<file path="src/rtl/op_bypass_pkg.sv">
package op_bypass_pkg;
  localparam int REG_AW = 5;
  localparam int NSTG   = 3;   // memory-1, memory-2, writeback (youngest first)

  typedef enum logic [1:0] {
    SEL_RF = 2'b00,
    SEL_M1 = 2'b01,
    SEL_M2 = 2'b10,
    SEL_WB = 2'b11
  } src_sel_e;

  typedef struct packed {
    logic              vld;
    logic              wen;
    logic              ld;
    logic [REG_AW-1:0] rd;
  } stg_tag_t;
endpackage

</file>
<file path="src/rtl/byp_match.sv">
module byp_match
  import op_bypass_pkg::*;
#(
  parameter int N = NSTG
) (
  input  logic [REG_AW-1:0] idx,
  input  stg_tag_t          tag [N],
  output logic [N-1:0]      hit
);
  logic idx_nz;
  assign idx_nz = (idx != '0);

  for (genvar g = 0; g < N; g++) begin : g_cmp
    assign hit[g] = idx_nz & tag[g].vld & tag[g].wen & (tag[g].rd == idx);
  end
endmodule

</file>
<file path="src/rtl/byp_pick.sv">
module byp_pick
  import op_bypass_pkg::*;
#(
  parameter int XLEN = 32,
  parameter int N    = NSTG
) (
  input  logic [N-1:0]    hit,
  input  logic [N-1:0]    ld,
  input  logic [XLEN-1:0] stg_dat [N],
  input  logic [XLEN-1:0] rf_dat,
  input  logic            idx_zero,
  output src_sel_e        sel,
  output logic [XLEN-1:0] dat,
  output logic            ld_pend
);
  // stages whose load data is not yet returned by memory
  localparam logic [N-1:0] LD_EARLY = {{(N-2){1'b0}}, 2'b11};

  always_comb begin
    sel     = SEL_RF;
    dat     = idx_zero ? '0 : rf_dat;
    ld_pend = 1'b0;
    for (int i = N - 1; i >= 0; i--) begin
      if (hit[i]) begin
        sel     = src_sel_e'(2'(i + 1));
        dat     = stg_dat[i];
        ld_pend = ld[i] & LD_EARLY[i];
      end
    end
  end
endmodule

</file>
<file path="src/rtl/byp_hazard.sv">
module byp_hazard #(
  parameter int NSRC = 2
) (
  input  logic            ex_valid,
  input  logic [NSRC-1:0] src_use,
  input  logic [NSRC-1:0] src_pend,
  output logic            stall
);
  assign stall = ex_valid & |(src_use & src_pend);
endmodule

</file>
<file path="src/rtl/op_bypass_unit.sv">
module op_bypass_unit
  import op_bypass_pkg::*;
#(
  parameter int XLEN = 32
) (
  input  logic              clk,
  input  logic              rst_n,
  input  logic              ex_valid,
  input  logic [REG_AW-1:0] ex_rs1_idx,
  input  logic              ex_rs1_use,
  input  logic [REG_AW-1:0] ex_rs2_idx,
  input  logic              ex_rs2_use,
  input  logic [XLEN-1:0]   rf_rs1_data,
  input  logic [XLEN-1:0]   rf_rs2_data,
  input  logic              m1_valid,
  input  logic              m1_wen,
  input  logic              m1_load,
  input  logic [REG_AW-1:0] m1_rd,
  input  logic [XLEN-1:0]   m1_data,
  input  logic              m2_valid,
  input  logic              m2_wen,
  input  logic              m2_load,
  input  logic [REG_AW-1:0] m2_rd,
  input  logic [XLEN-1:0]   m2_data,
  input  logic              wb_valid,
  input  logic              wb_wen,
  input  logic [REG_AW-1:0] wb_rd,
  input  logic [XLEN-1:0]   wb_data,
  output logic [1:0]        op1_sel,
  output logic [XLEN-1:0]   op1_data,
  output logic [1:0]        op2_sel,
  output logic [XLEN-1:0]   op2_data,
  output logic              ld_stall
);
  localparam int NSRC = 2;

  stg_tag_t          tag [NSTG];
  logic [XLEN-1:0]   sdat [NSTG];
  logic [NSTG-1:0]   sld;

  assign tag[0]  = '{vld: m1_valid, wen: m1_wen, ld: m1_load, rd: m1_rd};
  assign tag[1]  = '{vld: m2_valid, wen: m2_wen, ld: m2_load, rd: m2_rd};
  assign tag[2]  = '{vld: wb_valid, wen: wb_wen, ld: 1'b0,    rd: wb_rd};
  assign sdat[0] = m1_data;
  assign sdat[1] = m2_data;
  assign sdat[2] = wb_data;

  for (genvar t = 0; t < NSTG; t++) begin : g_ld
    assign sld[t] = tag[t].ld;
  end

  logic [REG_AW-1:0] src_idx [NSRC];
  logic [XLEN-1:0]   src_rf  [NSRC];
  src_sel_e          src_sel [NSRC];
  logic [XLEN-1:0]   src_dat [NSRC];
  logic [NSRC-1:0]   src_pend;
  logic [NSRC-1:0]   src_use;

  assign src_idx[0] = ex_rs1_idx;
  assign src_idx[1] = ex_rs2_idx;
  assign src_rf[0]  = rf_rs1_data;
  assign src_rf[1]  = rf_rs2_data;
  assign src_use    = {ex_rs2_use, ex_rs1_use};

  for (genvar s = 0; s < NSRC; s++) begin : g_src
    logic [NSTG-1:0] hit;

    byp_match #(.N(NSTG)) u_match (
      .idx (src_idx[s]),
      .tag (tag),
      .hit (hit)
    );

    byp_pick #(.XLEN(XLEN), .N(NSTG)) u_pick (
      .hit      (hit),
      .ld       (sld),
      .stg_dat  (sdat),
      .rf_dat   (src_rf[s]),
      .idx_zero (src_idx[s] == '0),
      .sel      (src_sel[s]),
      .dat      (src_dat[s]),
      .ld_pend  (src_pend[s])
    );
  end

  byp_hazard #(.NSRC(NSRC)) u_haz (
    .ex_valid (ex_valid),
    .src_use  (src_use),
    .src_pend (src_pend),
    .stall    (ld_stall)
  );

  assign op1_sel  = src_sel[0];
  assign op1_data = src_dat[0];
  assign op2_sel  = src_sel[1];
  assign op2_data = src_dat[1];
endmodule

</file>
<file path="config.mk">
export PLATFORM = sky130hd
export DESIGN_NAME = op_bypass_unit
export DESIGN_NICKNAME = d
export VERILOG_FILES = /design/src/rtl/op_bypass_pkg.sv /design/src/rtl/byp_match.sv /design/src/rtl/byp_pick.sv /design/src/rtl/byp_hazard.sv /design/src/rtl/op_bypass_unit.sv
export SDC_FILE = /design/constraint.sdc
export NUM_CORES = 1
export LEC_CHECK = 0
export BUFFER_PORTS_ARGS = -buffer_cell sky130_fd_sc_hd__buf_4
export CAP_MARGIN = 20
export CORE_AREA = 2 2 102 104
export DETAILED_ROUTE_END_ITERATION = 10
export DIE_AREA = 0 0 104 106
export SYNTH_ARGS = -nofsm -noshare
export SYNTH_HDL_FRONTEND = slang
export SYNTH_SLANG_ARGS = --single-unit
</file>
<file path="constraint.sdc">
create_clock -name vclk -period 4.55
set_clock_uncertainty 0.15 [all_clocks]
set_input_delay 0.455 -clock vclk [all_inputs]
set_output_delay 0.455 -clock vclk [all_outputs]
set_load 0.05 [all_outputs]
</file>
# Word level (Yosys, flattened, before mapping)
# Index checks and enable logic that the tools add are counted.
# totals
reg_bits	0
input_bits	198
output_inout_bits	69
elab_cells	49
# op_classes
eq_ne	6
mux	18
bitwise	20
reduce_logical	5
# ops
cell	n
32-bit two-way mux	8
5-bit equality test	6
1-bit bitwise AND	19
2-bit two-way mux	6
5-bit logical NOT	2
5-bit nonzero test	2
1-bit two-way mux	4
2-bit bitwise AND	1
2-bit OR reduction	1

# Longest topological paths before layout
# Gate-level depths: netlist of run 1.
# logic_depth
ltp_word	9
mapped_depth	8

# Hierarchy
# From an unflattened synthesis of run 1, not the netlist that was laid out.
# unflattened
hier_cells	451
hier_area_um2	3057.9
# by_module_without_submodules
mod	instances	cells_per_inst	area_each_um2
byp_pick	2	196	1315.0
byp_match	2	26	193.9
op_bypass_unit	1	5	26.3
byp_hazard	1	2	13.8

# Least setup slack after synthesis of run 1
# OpenSTA, ideal clock, no wires.
# synth_path
path_kind	input-to-output
startpoint	input ex_rs1_idx[0]
endpoint	output op1_data[10]
t_arrival_ns	2.549
required_time_ns	3.945
path_slack_ns	1.396
cell_stages	7
n_path_buf	2
path_cell_list	or4_4 > nor2_8 > or4_1 > clkbuf_1 > clkbuf_1 > nor2_1 > o21ai_1
# synth_via
elab_chain_cells	7
# synth_lines
item	line	rtl
from (decl)	op_bypass_unit.sv:9	input logic [REG_AW-1:0] ex_rs1_idx,
5-bit nonzero test	byp_match.sv:11	assign idx_nz = (idx != '0);
1-bit bitwise AND (3 in a row)	byp_match.sv:14	assign hit[g] = idx_nz & tag[g].vld & tag[g].wen & (tag[g].rd == idx);
32-bit two-way mux (2 in a row)	byp_pick.sv:24	if (hit[i]) begin
32-bit two-way mux *	byp_pick.sv:24	
to (decl)	op_bypass_unit.sv:30	output logic [XLEN-1:0] op1_data,
# Mark *: on every way between the ends. The rest lies on a longest branch, timed or not.

# Final worst setup path of run 1
# layout_path
startpoint	input ex_rs1_idx[0]
endpoint	output op1_data[7]
# Same word-level chain as after synthesis.

==> impl_metrics.yaml, run 1 <==
route:
  post_drt_wl_per_cell_um: 17.1
  drt-total-wl_um: 13900
  drc: 0
  initialDrtViolationCount: 281
  routed_via_density: 5.46
  final_antenna_net_count: 0
  number_of_search_and_repair_iterations_in_the_first_detailed_routing_pass: 5
  count_of_vias_placed_by_the_detailed_router: 4450
finish:
  nNetsFinal: 879
  final_core_util_pct: 46.6
  areaGrowthSynthToFinish_pct: 80.0
  final.fill_count: 1058
  ff_latch_area_um2: 0
  area_of_the_multi_input_gates_um2: 2400
  antennaDiodeCount: 0
  clock_buffer_count: 0
  drive_above_1_share_pct: 46.2
  seq_cell_count: 0
timing:
  slew_headroom_pct: 32.7
  fmaxAchievable_mhz: 293
  worst_slew_pin_slew_ns: 1.01
  finalCriticalPeriod_ns: 3.42
  setup_total_negative_slack_ns: 0
  slew_viol_final: 0
  setup_viol: 0
  final_min_period_over_clock_period_pct: 75.1
  rsz0062_at_grt: "false"
  timing.final.hold_violations: 0
place:
  place_hpwl_um: 10200
  globalplace.congestion: 0.853
  count_of_buffers_from_port_buffering: 265
synth:
  yosysWarnings: 0
  post_synth_instance_area_um2: 2590
  syn-num-nets: 651
  synth_largest_area_cell: "a31oi_1"
  synth_cell_types: 34
  synth-seq-area-share_pct: 0
  post_synth.cell_area_avg_um2: 5.72
  synthDominantCellAreaShare_pct: 15.7
  synthTopCellsByArea: "a31oi_1 16%, o21ai_1 12%, nand2_1 11%, o2bb2ai_1 11%, nor2_1 10%"
  synth_cells: 453
power_and_ir_drop:
  total_power_uw: 556
  p_leak_nw: 2.16
  irDropWorstVdd_mv: 0.0553
  cellPowerDensity_nw_per_um2: 119
floorplanning:
  floorplan.initialDensity_pct: 25.9
  die_height_um: 106
  die_area_um2: 11000
  io-pin-count: 267
  rows: 37
  core_um2: 10000
  die-width_um: 104
global_routing:
  grt_start_max_net_pins: 68
  antenna_found_initial: 0
  grt_util_all_layers_pct: 23.1
  first_pass_grt_wire_length_um: 21600
  grt_pass1_vias: 4369
  total_global_routing_overflow: 0
min_path:
  origin_of_the_worst_min_delay_path: "rf_rs2_data[19]"
  whs_endpoint: "op2_data[19]"
  holdPathStages: 3
  hold_path.class: "primary input to output pin"
critical_path:
  critical_path.startpoint_type: "primary input"
  critical_path_class: "primary input to output pin"
  cp_data_arrival_time_ns: 2.81
  worst-path-max-fanout: 17
  end_kind: "output pin"
  worst_ep_required_time_ns: 3.94
outcome:
  outcome: "completed"
clock_network:
  cts_resized: 0
  cts_post_setup_buffers_inserted: 0
  cts_hold_buf: 0
flow_run:
  maxCapViolCount: 0
[report_power, final]
group,leakage (nW),internal [mW],switching (mW)
Combinational,2.16,0.229,0.327
Clock,0,0,0
Sequential,0,0,0
Total,2.16,0.229,0.327
[Yosys cell counts (3+ instances only)]
master,count
nor2_1,71
a31o_2,27
xnor2_1,20
and2_1,3
clkbuf_1,41
o2bb2ai_1,32
a31oi_1,65
nand2_1,78
buf_2,6
a31o_1,5
buf_6,3
xor2_1,8
nor3_1,4
o21ai_1,64
[worst max-delay path: stages]
cell and delay [ns]:
buf_4 0.14, or4_4 0.57, nor2_8 0.18, or4_1 0.64, buf_4 0.38, nor2_1 0.06
o21ai_1 0.14, buf_4 0.22
[routing by layer]
metal	wire length, µm	GRT usage (%)	up-vias
li1	-	-	2137
met1	5460	27.6	2066
met2	7040	43.1	227
met3	1140	4.17	20
met4	294	4.83	0
met5	0	0	-
[per-stage QoR]
step	instances	hold WS [ns]	setup slack (ns)	cell area, µm²
after global placement	813	1.13	0.998	4630
final	815	1.13	1.13	4660
after global routing	815	1.13	0.998	4660
after floorplan	453	1.11	1.40	2590
after detailed placement	813	1.13	0.879	4630
after CTS	813	1.13	0.876	4630
[cell type report]
type	count	share of cell area, %
Tap cell	136	3.65
Timing Repair Buffer	276	44.8
Inverter	2	0.161
Multi-Input combinational cell	401	51.4
[how the worst max path moves through the flow]
stage / cells past startpoint / start / end / slack [ns]
2_1_floorplan: 7 / ex_rs1_idx[0] / op1_data[10] / 1.40
6_report: 8 / ex_rs1_idx[0] / op1_data[7] / 1.13
3_5_place_dp: 9 / ex_rs2_idx[0] / op2_data[14] / 0.88
4_1_cts: 9 / ex_rs2_idx[0] / op2_data[1] / 0.88
5_1_grt: 8 / wb_rd[1] / op2_data[1] / 1.0
3_3_place_gp: 9 / ex_rs2_idx[0] / op2_data[14] / 1.0
[placed cells by master, fill, tap and decap left out, drive strengths merged]
cell	n
xor2	8
nor2b	1
inv	2
o221ai	1
or4	3
nor2	72
buf	276
nor3b	1
and2	3
o21a	1
a221o	1
nand4	2
a2111oi	1
o31ai	1
mux2i	1
or4b	1
o21ai	65
a31oi	65
o22ai	1
nand2	78
a31o	32
xnor2	20
nor3	4
o2bb2ai	32
nor4	4
a21oi	2
nand3	1
[cell families (layout without fill, tap and decap cells)]
kind of cell / after synthesis / count (layout) / share of synthesized area [%]
multiplexers: 1 / 1 / 0.386
XOR/XNOR: 28 / 28 / 9.46
AND/OR/NAND/NOR: 170 / 170 / 28.6
AO/OA/AOI/OAI: 202 / 202 / 52.9
buffers and inverters: 52 / 278 / 8.69
No activity file was read; power rests on OpenSTA's default activity.
==> run 2: changes to the inputs <==
--- a/config.mk
+++ b/config.mk
@@ -7,9 +7,9 @@
 export LEC_CHECK = 0
 export BUFFER_PORTS_ARGS = -buffer_cell sky130_fd_sc_hd__buf_4
 export CAP_MARGIN = 20
-export CORE_AREA = 2 2 102 104
+export CORE_AREA = 2 2 105 107
 export DETAILED_ROUTE_END_ITERATION = 10
-export DIE_AREA = 0 0 104 106
+export DIE_AREA = 0 0 107 109
 export SYNTH_ARGS = -nofsm -noshare
 export SYNTH_HDL_FRONTEND = slang
 export SYNTH_SLANG_ARGS = --single-unit
==> constraint.sdc (replaced) <==
create_clock -name vclk -period 2.84
set_clock_uncertainty 0.15 [all_clocks]
set_input_delay 0.284 -clock vclk [all_inputs]
set_output_delay 0.284 -clock vclk [all_outputs]
set_load 0.05 [all_outputs]
==> run 2 against run 1 <==
  * Worst setup slack worse by 1.1 ns
  * Via count is 0.36% lower
  * Count of clock-buffer cells in the layout stayed put
  * Die area is 5.8% higher
  * Non-clock buffer count is 15 higher
  * Design area is 4.2% higher
  * Final cell count is 2.3% higher
  * Core utilization is 0.81 points lower
  * Critical path depth is 2 higher
==> impl_metrics.yaml, run 2 (synthesized netlist as in run 1, its figures left out) <==
outcome:
  outcome: "completed"
power_and_ir_drop:
  irDropWorstVdd_mv: 0.111
  cellPowerDensity_nw_per_um2: 188
  p_leak_nw: 2.27
place:
  count_of_buffers_from_port_buffering: 265
  place_worst_setup_slack_ns: 0.0227
  place_hpwl_um: 10600
  globalplace.congestion: 0.809
route:
  post_drt_wl_per_cell_um: 16.3
  met1Wirelength_um: 5360
  count_of_vias_placed_by_the_detailed_router: 4434
  met2WireLength_um: 7070
  top_signal_layer_used: "met4"
  number_of_search_and_repair_iterations_in_the_first_detailed_routing_pass: 5
  routed_via_density: 5.32
  drc: 0
  routed-wl-met3_um: 999
  final_antenna_net_count: 0
  drt-total-wl_um: 13600
  initialDrtViolationCount: 259
timing:
  setup_total_negative_slack_ns: 0
  post-route-worst-setup-slack_ns: 0.0407
  rsz0062_at_grt: "true"
  finalCriticalPeriod_ns: 2.80
  worst_slew_pin_slew_ns: 0.650
  setup_viol: 0
  slew_viol_final: 0
  timing.final.hold_violations: 0
  slew_headroom_pct: 56.3
  final_min_period_over_clock_period_pct: 98.6
  fmaxAchievable_mhz: 357
global_routing:
  grt_pass1_vias: 4327
  grt_start_max_net_pins: 40
  total_global_routing_overflow: 0
  first_pass_grt_wire_length_um: 20600
  antenna_found_initial: 0
  grt_util_all_layers_pct: 21.0
finish:
  final.fill_count: 1120
  areaGrowthSynthToFinish_pct: 87.5
  final_common_cell: "buf_4"
  antennaDiodeCount: 0
  mostFrequentLayoutCells: "274 x buf_4, 78 x nand2_1, 71 x nor2_1, 64 x a31oi_1, 62 x o21ai_1"
  nNetsFinal: 894
  clock_buffer_count: 0
  ff_latch_area_um2: 0
  seq_cell_count: 0
  drive_above_1_share_pct: 47.7
min_path:
  whs_endpoint: "op1_data[25]"
  hold_path.class: "primary input to output pin"
  holdPathStages: 4
  origin_of_the_worst_min_delay_path: "rf_rs1_data[25]"
critical_path:
  critical_path.startpoint_type: "primary input"
  critical_path_class: "primary input to output pin"
  worst-path-max-fanout: 19
  worst_ep_required_time_ns: 2.41
  cp_data_arrival_time_ns: 2.37
  end_kind: "output pin"
floorplanning:
  floorplan.initialDensity_pct: 24.4
  rows: 38
  die-width_um: 107
  core_um2: 10600
  io-pin-count: 267
  die_area_um2: 11700
  die_height_um: 109
clock_network:
  cts_hold_buf: 0
flow_run:
  maxCapViolCount: 0
==> run 2: cell count changes in the layout (fill, tap and decap cells not counted), sizes merged <==
cell,before,now
buf,276,290
clkbuf,0,1
==> run 2: layer usage <==
layer | vias to the layer above | GRT usage [%]
met3 | 10 | 3.11
met5 | - | 0
met4 | 0 | 2.97
met2 | 195 | 41.1
met1 | 2065 | 24.5
li1 | 2164 | -
==> run 2: worst max path at each step <==
stage / slack (ns) / endpoint / from
floorplan: 0.03 / op1_data[10] / ex_rs1_idx[0]
global placement: 0.06 / op1_data[5] / ex_rs1_idx[0]
detailed placement: 0.02 / op1_data[1] / ex_rs1_idx[0]
CTS: 0.02 / op1_data[1] / ex_rs1_idx[0]
global route: -0.06 / op1_data[29] / ex_rs1_idx[4]
finish: 0.04 / op1_data[29] / ex_rs1_idx[4]
==> run 2: what timing repair did <==
| item | CTS | global route |
|---|---|---|
| hold endpoints to repair | 0 | 0 |
| buffers inserted | 0 | 3 |
| gates resized for setup | 0 | 17 |
| setup endpoints to repair | 0 | 32 |
==> run 2: cell type report <==
class                      count  area [µm²]  share of cell area, %
multi-input combinational    401        2400                   49.5
timing repair buffer         291        2270                   46.7
tap                          140         175                   3.61
inverter                       2        7.51                  0.155
==> run 2: worst max-delay path: stages <==
cell and delay [ns]:
buf_4 0.13, or4_4 0.57, nor2_8 0.18, nor4_4 0.08, a2111oi_4 0.38, buf_4 0.20
buf_12 0.15, nand2_1 0.08, o21ai_1 0.11, buf_6 0.18
==> run 2: where the power goes <==
part | internal, mW | switching [mW] | total, mW
clock | 0 | 0 | 0
combinational | 0.387 | 0.529 | 0.916
sequential | 0 | 0 | 0
==> run 2: through the flow <==
step / util (%) / hold slack [ns] / total power, mW / area (µm²) / std cells
2_1_floorplan: - / 0.765 / 0.481 / 2590 / 453
3_3_place_gp: 45.0 / 0.786 / 0.887 / 4770 / 830
3_5_place_dp: 45.0 / 0.786 / 0.897 / 4770 / 830
4_1_cts: 45.0 / 0.788 / 0.899 / 4770 / 830
5_1_grt: 45.8 / 0.793 / 0.971 / 4860 / 834
6_report: 45.8 / 0.758 / 0.916 / 4860 / 834
==> run 3: changes to the inputs <==
--- a/config.mk
+++ b/config.mk
@@ -5,11 +5,13 @@
 export SDC_FILE = /design/constraint.sdc
 export NUM_CORES = 1
 export LEC_CHECK = 0
+export ABC_AREA = 1
 export BUFFER_PORTS_ARGS = -buffer_cell sky130_fd_sc_hd__buf_4
 export CAP_MARGIN = 20
-export CORE_AREA = 2 2 105 107
+export CORE_MARGIN = 2
+export CORE_UTILIZATION = 41
 export DETAILED_ROUTE_END_ITERATION = 10
-export DIE_AREA = 0 0 107 109
+export PLACE_DENSITY = 0.82
 export SYNTH_ARGS = -nofsm -noshare
 export SYNTH_HDL_FRONTEND = slang
 export SYNTH_SLANG_ARGS = --single-unit
==> constraint.sdc (replaced) <==
create_clock -name vclk -period 2.84
set_clock_uncertainty 0.15 [all_clocks]
set_input_delay 0.284 -clock vclk [all_inputs]
set_output_delay 0.284 -clock vclk [all_outputs]
set_load 0.02 [all_outputs]
==> run 3 against run 2 <==
  * Hold slack got worse by 0.0096 ns
  * Sequential share of layout area did not move
  * Maximum frequency rose by 15%
  * Core utilization grew 17 points
  * Critical endpoint is now op1_data[0]
  * Highest routed layer unchanged
==> impl_metrics.yaml, run 3 <==
floorplanning:
  io-pin-count: 267
  die_height_um: 104
  floorplan.initialDensity_pct: 41.9
  core_um2: 9730
  die-width_um: 104
  rows: 36
  die_area_um2: 10700
timing:
  setup_viol: 0
  final.hold.worst_slack_ns: 0.749
  timing.final.hold_violations: 0
  rsz0062_at_grt: "false"
  slew_headroom_pct: 67.4
  worst_slew_pin_slew_ns: 0.488
  slew_viol_final: 0
  setup_total_negative_slack_ns: 0
  fmaxAchievable_mhz: 412
  final_min_period_over_clock_period_pct: 85.4
  finalCriticalPeriod_ns: 2.43
  post-route-worst-setup-slack_ns: 0.413
global_routing:
  antenna_found_initial: 0
  grt_start_max_net_pins: 67
  grt_util_all_layers_pct: 29.0
  first_pass_grt_wire_length_um: 27100
  grt_pass1_vias: 5785
  total_global_routing_overflow: 0
power_and_ir_drop:
  p_leak_nw: 3.93
  total_power_uw: 804
  irDropWorstVdd_mv: 0.0920
  comb_power_share_pct: 100.0
  cellPowerDensity_nw_per_um2: 131
  share_clk_of_total_power_pct: 0
  netSwitchingPower_uw: 411
  netSwitchingFraction_pct: 51.1
  internal_power_uw: 393
  power_frac_seq_pct: 0
critical_path:
  critical_path_class: "primary input to output pin"
  slowest_delay_ns: 0.42
  cp_slowest_cell: "nor2_4"
  worst_ep_required_time_ns: 2.41
  critical_path.startpoint_type: "primary input"
  worstPathCellList: "buf_4 > inv_2 > nand2_1 > nand2_1 > nor2_1 > nand2_1 > nor2_4 > buf_4 > nand3_1 > nand3_1 > nand2_1 > inv_1 > buf_4"
  worst-path-max-fanout: 17
  crit_family: "simple AND/OR/NAND/NOR gates"
  path_common_cell: "nand2_1"
  cp.buffers_inverters: 5
  end_kind: "output pin"
  cp_data_arrival_time_ns: 1.99
finish:
  nNetsFinal: 1295
  clock_buffer_count: 0
  final_core_util_pct: 62.8
  final_area_um2: 6110
  seq_cell_count: 0
  mostFrequentLayoutCells: "284 x buf_4, 264 x nand2_1, 179 x nand3_1, 124 x inv_1, 113 x nor2_1"
  final.fill_count: 1043
  antennaDiodeCount: 0
  final_common_cell: "buf_4"
  drive_above_1_share_pct: 32.6
  layout.cells.non_filler: 1228
  ff_latch_area_um2: 0
  areaGrowthSynthToFinish_pct: 50.1
place:
  place_hpwl_um: 12400
  dpl-instance-area_um2: 6110
  globalplace.congestion: 0.910
  place_worst_setup_slack_ns: 0.189
  count_of_buffers_from_port_buffering: 265
  place_inst: 1228
synth:
  yosysMostFrequentCell: "nand2_1"
  post_synth_instance_area_um2: 4070
  post_synth.cell_area_avg_um2: 4.70
  syn-num-nets: 1064
  yosysWarnings: 0
  synth_largest_area_cell: "nand2_1"
  synthDominantCellAreaShare_pct: 24.5
  synthTopCellsByArea: "nand2_1 25%, nand3_1 22%, inv_1 11%, nor2_1 10%, nand3b_1 5.9%"
  synth-seq-area-share_pct: 0
  synth_cells: 866
  synth_top_cells_by_count: "266 x nand2_1, 179 x nand3_1, 124 x inv_1"
  synth_cell_types: 25
clock_network:
  cts_post_setup_buffers_inserted: 0
min_path:
  origin_of_the_worst_min_delay_path: "ex_valid"
  whs_endpoint: "ld_stall"
  hold_path.class: "primary input to output pin"
  holdPathStages: 4
route:
  drc: 0
  initialDrtViolationCount: 415
  drt-total-wl_um: 16200
  routed_via_density: 5.00
  count_of_vias_placed_by_the_detailed_router: 6144
  final_antenna_net_count: 0
  post_drt_wl_per_cell_um: 13.2
  number_of_search_and_repair_iterations_in_the_first_detailed_routing_pass: 5
flow_run:
  maxCapViolCount: 0
outcome:
  outcome: "completed"
[run 3: changes by cell type after synthesis, sizes merged, moves of 33 or more]
cell	change
nand3b	+33
buf	+37
o21ai	-63
a31oi	-65
inv	+130
nand3	+199
nor2	+49
nand2	+190
[run 3: layer usage]
metal | vias up | track usage, % | routed length (µm)
met2 | 293 | 52.1 | 7780
met5 | - | 0 | 0
met4 | 0 | 8.20 | 423
li1 | 3117 | - | -
met1 | 2698 | 36.4 | 6740
met3 | 36 | 3.08 | 1250
[run 3: cells by family after synthesis]
family / after synthesis / share of synthesized area, %
compound gates: 10 / 1.41
simple gates: 656 / 75.9
xor+xnor: 9 / 1.94
buf+inv: 191 / 20.8
[run 3: final cells by class]
type / count / area [µm²] / area share [%]
multi-input combinational: 675 / 3240 / 53.0
timing repair buffer: 288 / 2210 / 36.2
inverter: 132 / 495 / 8.10
tap: 133 / 166 / 2.72
[run 3: worst max-delay path by stage]
stage,slack [ns],startpoint,depth (start not counted),to
after floorplan,0.69,ex_rs1_idx[2],8,op1_sel[1]
after global placement,0.22,ex_rs1_idx[0],13,op1_data[29]
after detailed placement,0.19,ex_rs1_idx[0],13,op1_data[28]
after CTS,0.19,ex_rs1_idx[0],13,op1_data[28]
after global routing,0.21,ex_rs1_idx[0],13,op1_data[27]
final,0.41,ex_rs1_idx[0],13,op1_data[0]
[run 3: repair_timing]
item                                    4_1_cts  5_1_grt
hold endpoints to repair                      0        0
gates resized for setup                       0        1
endpoints found under the setup margin        0       16
hold buffers                                  0        0
[run 3: power by group through the flow]
stage          combinational, mW  clock, mW  sequential [mW]
5_1_grt                    0.880          0                0
4_1_cts                    0.802          0                0
6_report                   0.804          0                0
3_5_place_dp               0.799          0                0
2_1_floorplan              0.386          0                0
3_3_place_gp               0.790          0                0
